$ cat src/rtl/vdma_pkg.sv
package vdma_pkg;
  localparam int DATA_W = 16;

  typedef enum logic [1:0] {
    TGT_VRAM  = 2'd0,
    TGT_CRAM  = 2'd1,
    TGT_VSRAM = 2'd2,
    TGT_NONE  = 2'd3
  } vtgt_e;

  typedef enum logic [2:0] {
    RSEL_LEN_LO  = 3'd0,
    RSEL_LEN_HI  = 3'd1,
    RSEL_SRC_LO  = 3'd2,
    RSEL_SRC_MID = 3'd3,
    RSEL_SRC_WIN = 3'd4
  } rsel_e;

  localparam logic [DATA_W-1:0] CRAM_KEEP  = 16'h0EEE;
  localparam logic [DATA_W-1:0] VSRAM_KEEP = 16'h03FF;
endpackage

$ cat src/rtl/vdma_src_regs.sv
// Count and source registers; they double as the live transfer counters.
// LEN_W and SRC_LO_W must lie in 9..16, SRC_HI_W in 1..8 (byte-wide config port).
module vdma_src_regs
  import vdma_pkg::*;
#(
  parameter int LEN_W    = 16,
  parameter int SRC_LO_W = 16,
  parameter int SRC_HI_W = 7
) (
  input  logic                clk,
  input  logic                rst_n,
  input  logic                cfg_we,
  input  logic [2:0]          cfg_sel,
  input  logic [7:0]          cfg_wdata,
  input  logic                locked,
  input  logic                step,
  output logic [LEN_W-1:0]    len_q,
  output logic [SRC_LO_W-1:0] src_lo_q,
  output logic [SRC_HI_W-1:0] src_hi_q,
  output logic                last_word
);
  localparam logic [LEN_W-1:0] LEN_ONE = LEN_W'(1);

  assign last_word = (len_q == LEN_ONE);

  always_ff @(posedge clk) begin
    if (!rst_n) begin
      len_q    <= '0;
      src_lo_q <= '0;
      src_hi_q <= '0;
    end else if (step) begin
      len_q    <= len_q - LEN_ONE;
      src_lo_q <= src_lo_q + SRC_LO_W'(1);
    end else if (cfg_we && !locked) begin
      case (rsel_e'(cfg_sel))
        RSEL_LEN_LO:  len_q[7:0]             <= cfg_wdata;
        RSEL_LEN_HI:  len_q[LEN_W-1:8]       <= cfg_wdata[LEN_W-9:0];
        RSEL_SRC_LO:  src_lo_q[7:0]          <= cfg_wdata;
        RSEL_SRC_MID: src_lo_q[SRC_LO_W-1:8] <= cfg_wdata[SRC_LO_W-9:0];
        RSEL_SRC_WIN: src_hi_q               <= cfg_wdata[SRC_HI_W-1:0];
        default: ;
      endcase
    end
  end

  // each moved word takes one off the count
  assert_len_countdown_R2: assert property (@(posedge clk) disable iff (!rst_n)
    step |=> len_q == $past(len_q) - LEN_ONE);

  // window bits frozen while stepping
  assert_window_fixed_R3: assert property (@(posedge clk) disable iff (!rst_n)
    step |=> $stable(src_hi_q));

  // configuration writes have no effect while locked
  assert_cfg_locked_R9: assert property (@(posedge clk) disable iff (!rst_n)
    (locked && !step) |=> ($stable(len_q) && $stable(src_lo_q) && $stable(src_hi_q)));
endmodule

$ cat src/rtl/vdma_seq.sv
// Run control: accepts start, issues reads, stops after the last word.
module vdma_seq
  import vdma_pkg::*;
(
  input  logic       clk,
  input  logic       rst_n,
  input  logic       start,
  input  logic [1:0] start_tgt,
  input  logic       last_word,
  input  logic       rd_ready,
  input  logic       wr_pending,
  output logic       run_q,
  output logic       accept,
  output logic       start_ok,
  output logic       busy,
  output vtgt_e      tgt_q
);
  assign busy     = run_q | wr_pending;
  assign accept   = run_q & rd_ready;
  assign start_ok = start & ~busy & (vtgt_e'(start_tgt) != TGT_NONE);

  always_ff @(posedge clk) begin
    if (!rst_n) begin
      run_q <= 1'b0;
      tgt_q <= TGT_VRAM;
    end else if (start_ok) begin
      run_q <= 1'b1;
      tgt_q <= vtgt_e'(start_tgt);
    end else if (accept && last_word) begin
      run_q <= 1'b0;
    end
  end

  // reading stops right after the last word is taken
  assert_stop_after_last_R9: assert property (@(posedge clk) disable iff (!rst_n)
    (accept && last_word) |=> !run_q);

  // a stall never ends the run
  assert_stall_keeps_run_R8: assert property (@(posedge clk) disable iff (!rst_n)
    (run_q && !rd_ready) |=> run_q);
endmodule

$ cat src/rtl/vdma_wr_stage.sv
// Destination pointer, per-target address folding and data masking.
module vdma_wr_stage
  import vdma_pkg::*;
#(
  parameter int DST_W    = 16,
  parameter int INC_W    = 8,
  parameter int SMALL_AW = 7
) (
  input  logic              clk,
  input  logic              rst_n,
  input  logic              start_ok,
  input  logic [DST_W-1:0]  start_addr,
  input  logic [INC_W-1:0]  start_inc,
  input  logic              accept,
  input  vtgt_e             tgt,
  input  logic [DATA_W-1:0] rd_data,
  output logic              wr_valid,
  output vtgt_e             wr_tgt,
  output logic [DST_W-1:0]  wr_addr,
  output logic [DATA_W-1:0] wr_data,
  output logic [DST_W-1:0]  dst_q
);
  logic [INC_W-1:0]  inc_q;
  logic [DST_W-1:0]  addr_fold;
  logic [DATA_W-1:0] data_mask;

  always_comb begin
    case (tgt)
      TGT_CRAM:  begin
        addr_fold = {{(DST_W-SMALL_AW){1'b0}}, dst_q[SMALL_AW-1:1], 1'b0};
        data_mask = rd_data & CRAM_KEEP;
      end
      TGT_VSRAM: begin
        addr_fold = {{(DST_W-SMALL_AW){1'b0}}, dst_q[SMALL_AW-1:1], 1'b0};
        data_mask = rd_data & VSRAM_KEEP;
      end
      default: begin
        addr_fold = dst_q;
        data_mask = rd_data;
      end
    endcase
  end

  always_ff @(posedge clk) begin
    if (!rst_n) begin
      dst_q    <= '0;
      inc_q    <= '0;
      wr_valid <= 1'b0;
      wr_tgt   <= TGT_VRAM;
      wr_addr  <= '0;
      wr_data  <= '0;
    end else begin
      wr_valid <= accept;
      if (start_ok) begin
        dst_q <= start_addr;
        inc_q <= start_inc;
      end else if (accept) begin
        dst_q   <= dst_q + DST_W'(inc_q);
        wr_tgt  <= tgt;
        wr_addr <= addr_fold;
        wr_data <= data_mask;
      end
    end
  end

  // small memories see even addresses below 0x80
  assert_small_wrap_R6: assert property (@(posedge clk) disable iff (!rst_n)
    (wr_valid && wr_tgt != TGT_VRAM) |-> (wr_addr[0] == 1'b0 && (wr_addr >> SMALL_AW) == '0));

  // colour memory never receives bits outside its mask
  assert_cram_bits_R7: assert property (@(posedge clk) disable iff (!rst_n)
    (wr_valid && wr_tgt == TGT_CRAM) |-> ((wr_data & ~CRAM_KEEP) == '0));

  // each accepted read yields a write on the next cycle
  assert_write_follows_R8: assert property (@(posedge clk) disable iff (!rst_n)
    accept |=> wr_valid);
endmodule

$ cat src/rtl/vmem_dma.sv
module vmem_dma
  import vdma_pkg::*;
#(
  parameter int LEN_W    = 16,
  parameter int SRC_LO_W = 16,
  parameter int SRC_HI_W = 7,
  parameter int DST_W    = 16,
  parameter int INC_W    = 8,
  parameter int SMALL_AW = 7
) (
  input  logic                         clk,
  input  logic                         rst_n,
  input  logic                         cfg_we,
  input  logic [2:0]                   cfg_sel,
  input  logic [7:0]                   cfg_wdata,
  input  logic                         start,
  input  logic [1:0]                   start_tgt,
  input  logic [DST_W-1:0]             start_addr,
  input  logic [INC_W-1:0]             start_inc,
  output logic                         busy,
  output logic [DST_W-1:0]             dst_next,
  output logic                         rd_valid,
  output logic [SRC_HI_W+SRC_LO_W:0]   rd_addr,
  input  logic                         rd_ready,
  input  logic [DATA_W-1:0]            rd_data,
  output logic                         wr_valid,
  output logic [1:0]                   wr_tgt,
  output logic [DST_W-1:0]             wr_addr,
  output logic [DATA_W-1:0]            wr_data
);
  logic [LEN_W-1:0]    len_q;
  logic [SRC_LO_W-1:0] src_lo_q;
  logic [SRC_HI_W-1:0] src_hi_q;
  logic                last_word, run_q, accept, start_ok, wr_v;
  vtgt_e               tgt_q, wr_tgt_e;

  vdma_src_regs #(.LEN_W(LEN_W), .SRC_LO_W(SRC_LO_W), .SRC_HI_W(SRC_HI_W)) u_regs (
    .clk(clk), .rst_n(rst_n), .cfg_we(cfg_we), .cfg_sel(cfg_sel), .cfg_wdata(cfg_wdata),
    .locked(busy), .step(accept), .len_q(len_q), .src_lo_q(src_lo_q),
    .src_hi_q(src_hi_q), .last_word(last_word));

  vdma_seq u_seq (
    .clk(clk), .rst_n(rst_n), .start(start), .start_tgt(start_tgt),
    .last_word(last_word), .rd_ready(rd_ready), .wr_pending(wr_v),
    .run_q(run_q), .accept(accept), .start_ok(start_ok), .busy(busy), .tgt_q(tgt_q));

  vdma_wr_stage #(.DST_W(DST_W), .INC_W(INC_W), .SMALL_AW(SMALL_AW)) u_wr (
    .clk(clk), .rst_n(rst_n), .start_ok(start_ok), .start_addr(start_addr),
    .start_inc(start_inc), .accept(accept), .tgt(tgt_q), .rd_data(rd_data),
    .wr_valid(wr_v), .wr_tgt(wr_tgt_e), .wr_addr(wr_addr), .wr_data(wr_data),
    .dst_q(dst_next));

  assign rd_valid = run_q;
  assign rd_addr  = {src_hi_q, src_lo_q, 1'b0};
  assign wr_valid = wr_v;
  assign wr_tgt   = wr_tgt_e;

  // a stalled request holds its address
  assert_stall_hold_R8: assert property (@(posedge clk) disable iff (!rst_n)
    (rd_valid && !rd_ready) |=> (rd_valid && $stable(rd_addr)));

  // read addresses are always word aligned
  assert_word_aligned_R1: assert property (@(posedge clk) disable iff (!rst_n)
    rd_valid |-> rd_addr[0] == 1'b0);
endmodule

$ cat config.mk
export PLATFORM = sky130hd
export DESIGN_NAME = vmem_dma
export DESIGN_NICKNAME = d
export VERILOG_FILES = /design/src/rtl/vdma_pkg.sv /design/src/rtl/vdma_src_regs.sv /design/src/rtl/vdma_seq.sv /design/src/rtl/vdma_wr_stage.sv /design/src/rtl/vmem_dma.sv
export SDC_FILE = /design/constraint.sdc
export NUM_CORES = 1
export LEC_CHECK = 0
export BUFFER_PORTS_ARGS = -buffer_cell sky130_fd_sc_hd__buf_2
export CAP_MARGIN = 20
export CORE_UTILIZATION = 34
export CTS_CLUSTER_DIAMETER = 100
export CTS_CLUSTER_SIZE = 14
export DETAILED_ROUTE_END_ITERATION = 6
export PLACE_DENSITY = 0.56
export SETUP_SLACK_MARGIN = 0.05
export SYNTH_ARGS = -nofsm -noshare
export SYNTH_HDL_FRONTEND = slang
export SYNTH_SLANG_ARGS = --single-unit
$ cat constraint.sdc
create_clock -name clk -period 2.8 [get_ports clk]
set_input_delay 0.84 -clock clk [delete_from_list [all_inputs] [get_ports clk]]
set_output_delay 0.84 -clock clk [all_outputs]
set_load 0.02 [all_outputs]
==> impl_metrics.tcl, run 1 <==
set metrics [dict create \
    status "finished, final reports clean" \
    critPathCaptureType "register" \
    maxSlewViolCount 0 \
    path_max_fanout 7 \
    drtAntennaViolNets 0 \
    p_int_mw 2.36 \
    grt_usage_pct 20.4 \
    multiInputGateArea_um2 2710 \
    clkSlewWorstSetupHoldPaths_ns 0.07 \
    tns_ns 0 \
    fp.coreArea_um2 14000 \
    layout-drive-gt1-share_pct 23.2 \
    cp-start-kind "register" \
    cts-root-buf "clkbuf_16" \
    crit_type "reg2reg" \
    postLayoutCoreUtil_pct 43.0 \
    synthCells 634 \
    yosysUniqueCellTypes 53 \
    syn_avg_cell_area_um2 7.83 \
    yosysSeqAreaShare_pct 40.7 \
    clk_latency_ns 0.35 \
    ys_ff_latch 101 \
    seqPwrFrac_pct 47.4 \
    synth_fp_nets 706 \
    routedWlPerCell_um 16.4 \
    power_frac_clock_pct 36.1 \
    start_util_pct 35.4 \
    finalSetupViolations 0 \
    critical_path_arrival_ns 2.68 \
    grt_max_degree 87 \
    postCtsSetupBuffers 0 \
    dieWidth_um 123 \
    hpwl_um 10600 \
    clockBufferDepth 2 \
    switchingPower_mw 0.971 \
    synth_edf_count 0 \
    final_hold_viol_count 0 \
    antenna_found_initial 0 \
    place_area_um2 5770 \
    p_leak_nw 2.54 \
    comb_power_share_pct 16.5 \
    routed_wl_um 15300 \
    swShare_pct 29.2 \
    synth_most_common_cell "nand2_1" \
    synth.area.top_cells "dfxtp_1 (41%), a21oi_1 (8.1%), nand2_1 (7.9%), nor2_1 (3.6%), nand3_1 (3.5%)" \
    regArea_um2 2020 \
    numCtsBuffers 9 \
    fin_crit_sh_pct 86.9 \
    syn_area_um2 4970 \
    period_needed_ns 2.43 \
    cts_hold_buf 0 \
    postLayoutCellArea_um2 6040 \
    cts_sinks 101 \
    syn_to_final_growth_pct 21.7 \
    hp-class "reg2reg" \
    fill_cells 1406 \
    worstMarginPinSlew_ns 0.603 \
    maxSlewHeadroom_pct 59.5 \
    synth.largest_area_cell "dfxtp_1" \
    ys_async_sr_fraction_pct 0 \
    power_density_nw_per_um2 550 \
    fmax_mhz 411 \
    antenna_cells 0 \
    num_vias 5119 \
    synth_flop_cell "dfxtp_1" \
    rsz0062_at_grt "false" \
    pin_count 135 \
    vdd_drop_max_v 0.000306 \
    synth_common_cells "nand2_1 (104), dfxtp_1 (101), a21oi_1 (80)" \
    drt-initial-drc-count 343 \
    final_cell_count_no_fill 929 \
    routed_via_density 5.51 \
    yosys_warnings 0 \
    nNetsFinal 817 \
    die_area_um2 15100 \
    worstPathRequired_ns 3.04 \
    maxCapViolations 0 \
    grt_first_pass_wirelength_um 23800 \
    cts_tree "done" \
    skew_ns 0.00807 \
    drc 0 \
    die_h_um 123 \
    gr-total-overflow 0 \
    power.total_mw 3.33 \
    rows 43 \
    htree_levels 3 \
    grt_pass1_vias 4696 \
    cts_resized 0 \
    yosys.area.top_type_share_pct 40.7 \
    post-place-cells 914 \
    portBuffers 133 \
    place_congestion 0.859 \
    first_pass_iters 4 \
]
sequential cells by signal, summed over array words and instances, names as in the netlist:
register,flops
u_regs.len_q,16
u_regs.src_lo_q,16
u_wr.dst_q,16
u_wr.wr_addr,16
u_wr.wr_data,16
u_wr.inc_q,8
u_regs.src_hi_q,7
u_seq.tgt_q,2
u_wr.wr_tgt,2
u_seq.run_q,1
u_wr.wr_valid,1
layer usage:
layer / global-route usage, % / up-vias / part of all wire (%)
li1: - / 2516 / -
met1: 27.6 / 2429 / 47
met2: 31.9 / 150 / 46
met3: 3.53 / 24 / 5.2
met4: 8.46 / 0 / 2.2
met5: 0 / - / 0
cells in the final DEF (no fill, tap or decap), types with 9 or more instances in the layout:
cell type  count
a21oi_1       80
a22oi_1       11
a31oi_1       13
and3_1        19
buf_2        133
buf_4         11
clkbuf_16      9
dfxtp_1      101
ha_1          13
inv_1         10
nand2_1      103
nand3_1       35
nand4_1       10
nor2_1        47
nor3_1        14
o21ai_0       18
o311ai_0      10
or3_1         10
worst max-delay path, cell delays in order, from the launching register on:
cell      delay (ns)
dfxtp_1         0.34
ha_1            0.23
fa_1            0.43
a211oi_1        0.36
o21bai_1        0.16
o21ai_1         0.44
o311ai_0        0.18
o21a_1          0.19
final cells by class:
class | count | share of cell area [%]
Clock buffer | 12 | 4.24
Clock inverter | 3 | 0.352
Inverter | 11 | 0.683
Multi-Input combinational cell | 477 | 44.8
Sequential cell | 101 | 33.5
Tap cell | 180 | 3.73
Timing Repair Buffer | 145 | 12.7
power groups by stage:
stage                     Clock (mW)  Sequential (mW)  Combinational [mW]
after global placement             0             1.61               0.540
after detailed placement           0             1.61               0.546
after CTS                       1.24             1.58               0.548
after global routing            1.29             1.59               0.607
final                           1.20             1.58               0.550
after floorplan                    0             1.62               0.332
stage by stage:
| stage | hold slack (ns) | setup slack [ns] |
|---|---|---|
| 2_1_floorplan | 0.440 | 0.627 |
| 3_3_place_gp | 0.435 | 0.464 |
| 3_5_place_dp | 0.443 | 0.399 |
| 4_1_cts | 0.453 | 0.378 |
| 5_1_grt | 0.478 | 0.165 |
| 6_report | 0.450 | 0.366 |
final timing paths:
check                                                   from  slack [ns]  depth (start not counted)                            to
worst max-delay path              u_wr.dst_q[0]$_SDFFE_PN0P_        0.37                          7    u_wr.dst_q[8]$_SDFFE_PN0P_
worst min-delay path            u_wr.wr_addr[7]$_SDFFE_PN0P_        0.45                          2  u_wr.wr_addr[7]$_SDFFE_PN0P_
worst max register to register    u_wr.dst_q[0]$_SDFFE_PN0P_        0.37                          7    u_wr.dst_q[8]$_SDFFE_PN0P_
worst min register to register  u_wr.wr_addr[7]$_SDFFE_PN0P_        0.45                          2  u_wr.wr_addr[7]$_SDFFE_PN0P_
cell families after synthesis:
group,synth area share (%)
compound gates,22.6
xor+xnor,0.529
fa+ha+maj,3.68
buf+inv,4.81
flops,40.7
mux,1.64
other cells,0.0755
simple gates,26.0
(Power assumes the default switching activity.)
==> run 2, diff against run 1 <==
==> constraint.sdc (replaced) <==
create_clock -name clk -period 2.8 [get_ports clk]
set_input_delay 0.56 -clock clk [delete_from_list [all_inputs] [get_ports clk]]
set_output_delay 0.56 -clock clk [all_outputs]
set_load 0.02 [all_outputs]
==> impl_metrics.tcl, run 2 (synthesized netlist as in run 1, its figures left out) <==
set metrics [dict create \
    postCtsSetupBuffers 0 \
    rows 43 \
    critPathCaptureType "register" \
    finalSetupViolations 0 \
    portBuffers 133 \
    skew_ns 0.00927 \
    numCtsBuffers 9 \
    first_pass_iters 4 \
    gr-total-overflow 0 \
    critical_path_arrival_ns 2.66 \
    dieWidth_um 123 \
    worstPathRequired_ns 3.05 \
    final_hold_viol_count 0 \
    cts_tree "done" \
    die_h_um 123 \
    drt-initial-drc-count 210 \
    grt_first_pass_wirelength_um 23700 \
    rsz0062_at_grt "false" \
    drtAntennaViolNets 0 \
    die_area_um2 15100 \
    cts_hold_buf 0 \
    regArea_um2 2020 \
    setup_ws_ns 0.388 \
    layout-drive-gt1-share_pct 23.0 \
    routed_wl_um 15400 \
    vdd_drop_max_v 0.000319 \
    crit_type "reg2reg" \
    status "finished, final reports clean" \
    fp.coreArea_um2 14000 \
    period_needed_ns 2.41 \
    power_density_nw_per_um2 555 \
    multiInputGateArea_um2 2710 \
    layout_common_cells "buf_2 (133), nand2_1 (103), dfxtp_1 (101)" \
    cts-root-buf "clkbuf_16" \
    clockBufferDepth 2 \
    p_leak_nw 2.52 \
    routedWlPerCell_um 16.6 \
    nNetsFinal 814 \
    cp-start-kind "register" \
    routed_via_density 5.57 \
    grt_max_degree 46 \
    drc 0 \
    htree_levels 3 \
    hpwl_um 10800 \
    pin_count 135 \
    fill_cells 1418 \
    cts_sinks 101 \
    syn_to_final_growth_pct 21.1 \
    layout_commonest_cell "buf_2" \
    clkSlewWorstSetupHoldPaths_ns 0.08 \
    antenna_cells 0 \
    maxSlewViolCount 0 \
    cts_resized 0 \
    worstMarginPinSlew_ns 0.703 \
    r2r_setup_slack_ns 0.39 \
    pre_cts_ws_ns 0.452 \
    maxCapViolations 0 \
    antenna_found_initial 0 \
    clk_latency_ns 0.35 \
    start_util_pct 35.4 \
    maxSlewHeadroom_pct 53.1 \
    hp-class "in2reg" \
    fin_crit_sh_pct 86.1 \
    num_vias 5162 \
    fmax_mhz 415 \
    place_congestion 0.836 \
    path_max_fanout 7 \
    postLayoutCoreUtil_pct 42.8 \
    grt_pass1_vias 4744 \
    tns_ns 0 \
    grt_usage_pct 20.5 \
]
## run 2: changes by cell type in the layout (fill, tap and decap cells not counted)
cell,previous run,this run
inv_8,0,1
buf_12,1,0
buf_4,11,9
clkinv_2,1,0
clkbuf_8,2,0
inv_6,0,3
## run 2: critical path: stages (launching register included)
cell      delay, ns
dfxtp_1        0.34
ha_1           0.23
fa_1           0.43
a211oi_1       0.31
o21bai_1       0.15
o21ai_1        0.41
o21ai_0        0.14
a221oi_1       0.29
## run 2: final cells by class
| cell class | count | share of cell area [%] |
|---|---|---|
| multi-input cells | 477 | 45.1 |
| flip-flops and latches | 101 | 33.6 |
| repair buffers | 142 | 12.2 |
| clock buffers | 10 | 3.81 |
| well taps | 180 | 3.74 |
| clock inverters | 6 | 0.895 |
| inverters | 11 | 0.686 |
## run 2: power by group
| part | total (mW) | switching, mW | internal [mW] |
|---|---|---|---|
| Sequential | 1.57 | 0.0724 | 1.50 |
| Combinational | 0.542 | 0.342 | 0.200 |
| Clock | 1.22 | 0.598 | 0.622 |
| Total | 3.34 | 1.01 | 2.32 |
## run 2: per-stage QoR
step / std cells / power, mW / hold WS [ns] / cell area, µm²
2_1_floorplan: 634 / 1.96 / 0.440 / 4970
3_3_place_gp: 911 / 2.14 / 0.436 / 5730
3_5_place_dp: 911 / 2.15 / 0.443 / 5730
4_1_cts: 927 / 3.37 / 0.423 / 6010
5_1_grt: 927 / 3.51 / 0.422 / 6010
6_report: 927 / 3.34 / 0.433 / 6010
## run 2: layer usage
metal | vias up | wire, µm | track usage, %
met5 | - | 0 | 0
met1 | 2486 | 7160 | 27.7
met2 | 145 | 7070 | 32.1
li1 | 2506 | - | -
met3 | 25 | 781 | 3.30
met4 | 0 | 353 | 8.77
## run 2: path summary, 6_finish.rpt
path                                                     from                            end  cells after the start
worst max-delay path               u_wr.dst_q[0]$_SDFFE_PN0P_    u_wr.dst_q[12]$_SDFFE_PN0P_                      7
worst min-delay path                             start_inc[5]     u_wr.inc_q[5]$_SDFFE_PN0P_                      3
worst max register to register     u_wr.dst_q[0]$_SDFFE_PN0P_    u_wr.dst_q[12]$_SDFFE_PN0P_                      7
worst min register to register  u_wr.wr_data[14]$_SDFFE_PN0P_  u_wr.wr_data[14]$_SDFFE_PN0P_                      2
